[config.mk]
export PLATFORM = sky130hd
export DESIGN_NAME = flash_bus_front
export DESIGN_NICKNAME = d
export VERILOG_FILES = /design/src/rtl/flash_bus_front.sv
export SDC_FILE = /design/constraint.sdc
export NUM_CORES = 1
export LEC_CHECK = 0
export BUFFER_PORTS_ARGS = -buffer_cell sky130_fd_sc_hd__buf_2
export CORE_MARGIN = 2
export CORE_UTILIZATION = 40
export DETAILED_ROUTE_END_ITERATION = 10
export PLACE_DENSITY = 0.67
export SYNTH_ARGS = -nofsm -noshare
export SYNTH_HDL_FRONTEND = slang
export SYNTH_SLANG_ARGS = --single-unit
export TNS_END_PERCENT = 30
[constraint.sdc]
create_clock -name clk -period 2.8 [get_ports clk]
set_clock_uncertainty 0.15 [all_clocks]
set_input_delay 0.28 -clock clk [delete_from_list [all_inputs] [get_ports clk]]
set_output_delay 0.28 -clock clk [all_outputs]
set_load 0.02 [all_outputs]
[src/rtl/flash_bus_front.sv]
module flash_bus_front #(
  parameter int AW = 17,
  parameter int DW = 8,
  parameter int CW = 16,
  parameter logic [DW-1:0] STATUS = 8'h80
) (
  input  logic          clk,
  input  logic          rst_n,
  input  logic          cs_n,
  input  logic          oe_n,
  input  logic          we_n,
  input  logic [AW-1:0] addr,
  input  logic [DW-1:0] dq_in,
  input  logic [DW-1:0] array_q,
  input  logic          op_start,
  input  logic [CW-1:0] op_cycles,
  output logic [DW-1:0] dq_out,
  output logic          dq_oe,
  output logic          cmd_valid,
  output logic [AW-1:0] cmd_addr,
  output logic [DW-1:0] cmd_data,
  output logic          busy
);
  logic [2:0]    we_p, cs_p, oe_p;
  logic          armed;
  logic [AW-1:0] addr_hold;
  logic [CW-1:0] cnt;

  wire we_fall = !we_p[1] && we_p[2];
  wire we_rise = we_p[1] && !we_p[2];

  assign dq_oe  = !cs_n && !oe_n && we_n;
  assign dq_out = busy ? STATUS : array_q;

  always_ff @(posedge clk or negedge rst_n) begin
    if (!rst_n) begin
      we_p <= '1;
      cs_p <= '1;
      oe_p <= '1;
    end else begin
      we_p <= {we_p[1:0], we_n};
      cs_p <= {cs_p[1:0], cs_n};
      oe_p <= {oe_p[1:0], oe_n};
    end
  end

  always_ff @(posedge clk or negedge rst_n) begin
    if (!rst_n) begin
      armed     <= 1'b0;
      addr_hold <= '0;
      cmd_valid <= 1'b0;
      cmd_addr  <= '0;
      cmd_data  <= '0;
    end else begin
      cmd_valid <= 1'b0;
      if (we_fall) begin
        armed     <= !cs_p[1] && oe_p[1];
        addr_hold <= addr;
      end else if (we_rise) begin
        armed <= 1'b0;
        if (armed) begin
          cmd_valid <= 1'b1;
          cmd_addr  <= addr_hold;
          cmd_data  <= dq_in;
        end
      end
    end
  end

  always_ff @(posedge clk or negedge rst_n) begin
    if (!rst_n) begin
      busy <= 1'b0;
      cnt  <= '0;
    end else if (!busy) begin
      if (op_start) begin
        busy <= 1'b1;
        cnt  <= (op_cycles == '0) ? CW'(1) : op_cycles;
      end
    end else if (cnt <= CW'(1)) begin
      busy <= 1'b0;
      cnt  <= '0;
    end else begin
      cnt <= cnt - CW'(1);
    end
  end
endmodule


Word level (Yosys, flattened, before mapping) --
Cells that the tools add are included.
Word-level totals: bits in registers 68, input bits 55, output and inout bits 36
Operators by class: add/subtract/negate cells 1, magnitude comparators 1, muxes and demuxes 13, bitwise gates (word level) 1, reductions and logical operators 14
Operators with widths (number):
- $mux 16 | 4
- $le 16x1->1 const B | 1
- $logic_not 16->1 | 1
- $sub 16x1->16 const B | 1
- $mux 1 | 8
- $mux 8 | 1
- $logic_and 1x1->1 | 5
- $logic_not 1->1 | 5
- $reduce_bool 2->1 | 2
- $reduce_and 3->1 | 1
- $not 1->1 | 1

Logic depth before layout (Yosys ltp) --
word-level depth 4, depth in mapped cells 8, mapped depth without buffers 7

Least setup slack after synthesis --
No wires, ideal clock.
path kind register -> register, start point reg we_p[2], end point reg cmd_addr[0], setup time 117 ps, data arrival time 1758 ps, data required time 2533 ps, setup slack 774 ps, cell stages (with the launch flop) 8, path buffers 2, path through dfstp_2 > ha_1 > clkbuf_1 > nand3b_1 > clkinv_1 > clkbuf_1 > nand2_1 > nand2_1
On the way: longest elaborated chain between the ends 3
Ends and longest elaborated chain:
- start: declaration | line 24 | logic [2:0] we_p, cs_p, oe_p;
- start signal: assignment | line 41 | we_p <= {we_p[1:0], we_n};
- $logic_and 1x1->1 | line 29 | wire we_fall = !we_p[1] && we_p[2];
- net we_fall | line 29
- $not 1->1 (no line)
- $reduce_and 3->1 (no line)
- end signal: assignment | line 63 | cmd_addr <= addr_hold;
- end: declaration | line 20 | output logic [AW-1:0] cmd_addr,
The timed path passes the listed nets, and every way through them passes these cells. A chain may end at the register's enable or synchronous reset.

Worst setup path after layout --
start point reg cnt[6], end point reg cnt[2]
On the way: longest elaborated chain between the ends 3
Ends and longest elaborated chain:
- start: declaration | line 27 | logic [CW-1:0] cnt;
- start signal: assignment | line 77 | cnt <= (op_cycles == '0) ? CW'(1) : op_cycles;
- start signal: assignment | line 83 | cnt <= cnt - CW'(1);
- $le 16x1->1 | line 79 | end else if (cnt <= CW'(1)) begin
- $mux 16 | line 79
- $mux 16 | line 74 | end else if (!busy) begin
No other way between the ends.

==> out/qor.txt <==
status = complete, no violations
RD Place Congestion = 0.863
Die Wd = 91.4 µm
largest net degree at the start of global routing = 27
Min-Delay Path Class = in -> reg
maximum buffer depth of the clock tree = 2
Core Rows = 31
Compound-Gate Fraction of Synth Area = 9.59%
H-tree levels = 3
post-synthesis xor/xnor area fraction = 0.287%
Post-Synth Simple-Gate Area = 22.5%
Max Clock Freq = 447 MHz
clk sinks = 68
Root Driver = clkbuf_8
CP endpoint = cnt[2]$_DFFE_PN0P_
Post-Syn Instances = 289
first-pass GRT wire length = 11900 µm
I/O Buffers = 90
core box area = 7330 µm²
vias in the first global route = 2554
main combinational cell family by area after synthesis = simple AND/OR/NAND/NOR gates
crit path kind = reg -> reg
adder-cell share of the synthesized area = 1.64%
Die ar. = 8350 µm²
Starting Density = 41.6%
Netlist cell types = 47
# setup viols final = 0
hpwl dp = 5050 µm
drt via density = 5.11
GRT Residual Overflow = 0
Remaining DRCs = 0
Syn Nets = 348
Max VDD drop = 0.000235 V
CTS Hold Bufs = 12
commonest cells after routing, fill and taps aside = 90 x nand2_1, 90 x buf_2, 61 x dfrtp_1
Total Neg Setup Slack = 0 ns
r2r endpoint = cnt[2]$_DFFE_PN0P_
Post-Syn Area = 3050 µm²
Crit path required time = 2.87 ns
non-filler cells, final = 500
antenna-violating nets left = 0
RSZ-0062 raised after global routing = no
Top Ports = 91
pwr/cell area = 634 nW/µm²
worst-skew pair later-pin latency = 0.34 ns
CTS buffer count = 9
Syn. warnings = 0
startpoint types = register
multiplexer area fraction after synthesis = 6.60%
dominant cell type by area after synthesis = dfrtp_1
Final Cycle Share = 79.9%
Worst slew margin = 48.7%
largest cells by area after synthesis = dfrtp_1 50%, nand2_1 11%, mux2_2 6.3%, dfstp_2 6.0%, nand3_1 1.8%
setup bufs post-CTS = 0
final core utilization = 53.5%
Final Hold Vio Count = 0
Die Ht = 91.4 µm
initial antenna violation count = 0
Routed wire per std cell = 14.1 µm
CP max FO = 8
Inserted Diodes = 0
R2R Path Start = cnt[6]$_DFFE_PN0P_
# Max-Cap Violations = 0
R2R setup slack = 0.56 ns
Via Count = 2553
Layout area overhead = 28.4%
crit end category = register
synthesized area per cell = 10.6 µm²
crit path time final = 2.24 ns
CP Launch Point = cnt[6]$_DFFE_PN0P_
clock tree from TritonCTS = yes
Worst-Margin Slew = 0.764 ns
Min Hold Slack = 0.0156 ns
fillers = 673
max-slew violations = 0
clk slew on worst S/H paths = 0.09 ns
Lkg Pwr = 0.00187 µW
placed cells = 472
sequential share of the synthesized area = 56.0%
Iteration-0 DRC Markers = 97
r2r worst-path depth = 5
WP data arrival = 2.31 ns
layout cell share with drive strength beyond 1 = 36.7%
nets = 455
FF+latch count, synth = 68
drt pass-1 iters = 4
PostCTS Resize Cnt = 0
post-synth top area share = 50.0%
DRT Wirelength = 7070 µm
GRT Overall Usage = 18.0%
## worst min path at each step
stage                                 to  cells after the start  startpoint
4_1_cts        addr_hold[10]$_DFFE_PN0P_                      2    addr[10]
5_1_grt        addr_hold[10]$_DFFE_PN0P_                      2    addr[10]
3_3_place_gp     cmd_data[4]$_DFFE_PN0P_                      1       rst_n
2_1_floorplan   addr_hold[0]$_DFFE_PN0P_                      0       rst_n
3_5_place_dp     cmd_data[4]$_DFFE_PN0P_                      1       rst_n
6_report       addr_hold[10]$_DFFE_PN0P_                      2    addr[10]
## synth_stat cells, drive strengths merged
cell type	count
nand2	90
dfrtp	61
mux2	17
nand3	11
nor4	9
clkbuf	8
nor2b	8
dfstp	7
nor2	6
inv	5
o21ai	5
a21oi	4
a22oi	4
a32oi	4
buf	4
ha	4
o311ai	4
a41oi	3
nand2b	3
nand3b	3
o22ai	3
or2	3
or3	3
a221o	2
nor3	2
o211ai	2
or4	2
a22o	1
a31o	1
and2	1
and4b	1
clkinv	1
mux2i	1
nand4	1
nor3b	1
o311a	1
o31ai	1
o41ai	1
xnor2	1
## cell type report
class	instances	area (µm²)	share of cell area [%]
flip-flops and latches	68	1710	43.6
inverters	6	22.5	0.575
well taps	99	124	3.16
repair buffers	108	616	15.7
clock inverters	7	82.6	2.11
multi-input cells	203	1240	31.7
clock buffers	9	124	3.16
## registers in the layout, indices dropped and copies added, names as in the netlist
name / cells
oe_p: 2
cmd_data: 8
addr_hold: 17
cmd_addr: 17
busy: 1
cs_p: 2
armed: 1
we_p: 3
cmd_valid: 1
cnt: 16
## per-layer routing
metal / wire [µm] / up-vias / global-route usage (%)
met2: 3320 / 101 / 29.1
met5: 0 / - / 0
met4: 127 / 0 / 6.94
met1: 3180 / 1217 / 23.4
met3: 447 / 11 / 4.48
li1: - / 1224 / -
## report_power, final
group / internal [µW] / total (µW) / switching (µW)
clock network: 427 / 835 / 409
logic: 182 / 455 / 274
registers: 1130 / 1190 / 68.0
## metrics by stage
stage	total power, µW	area [µm²]	setup slack, ns
after floorplan	1460	3050	0.774
after global placement	1640	3590	0.635
after detailed placement	1660	3590	0.569
after CTS	2520	3920	0.556
after global routing	2630	3920	0.326
final	2490	3920	0.564
## kinds of logic after synthesis
kind of cell / count (synthesis)
xor gates and xnor gates: 1
adders and majority gates: 4
AOI/OAI and AO/OA: 36
buffers and inverters: 18
DFF: 68
and+or+nand+nor: 144
muxes: 18
## critical path, stage by stage (launching register included)
cell and delay [ns]:
dfrtp_1 0.42, or4_1 0.73, nor3_4 0.21, a31o_4 0.23, o22ai_2 0.09, a221o_1 0.30
No activity file was read; power rests on OpenSTA's default activity.
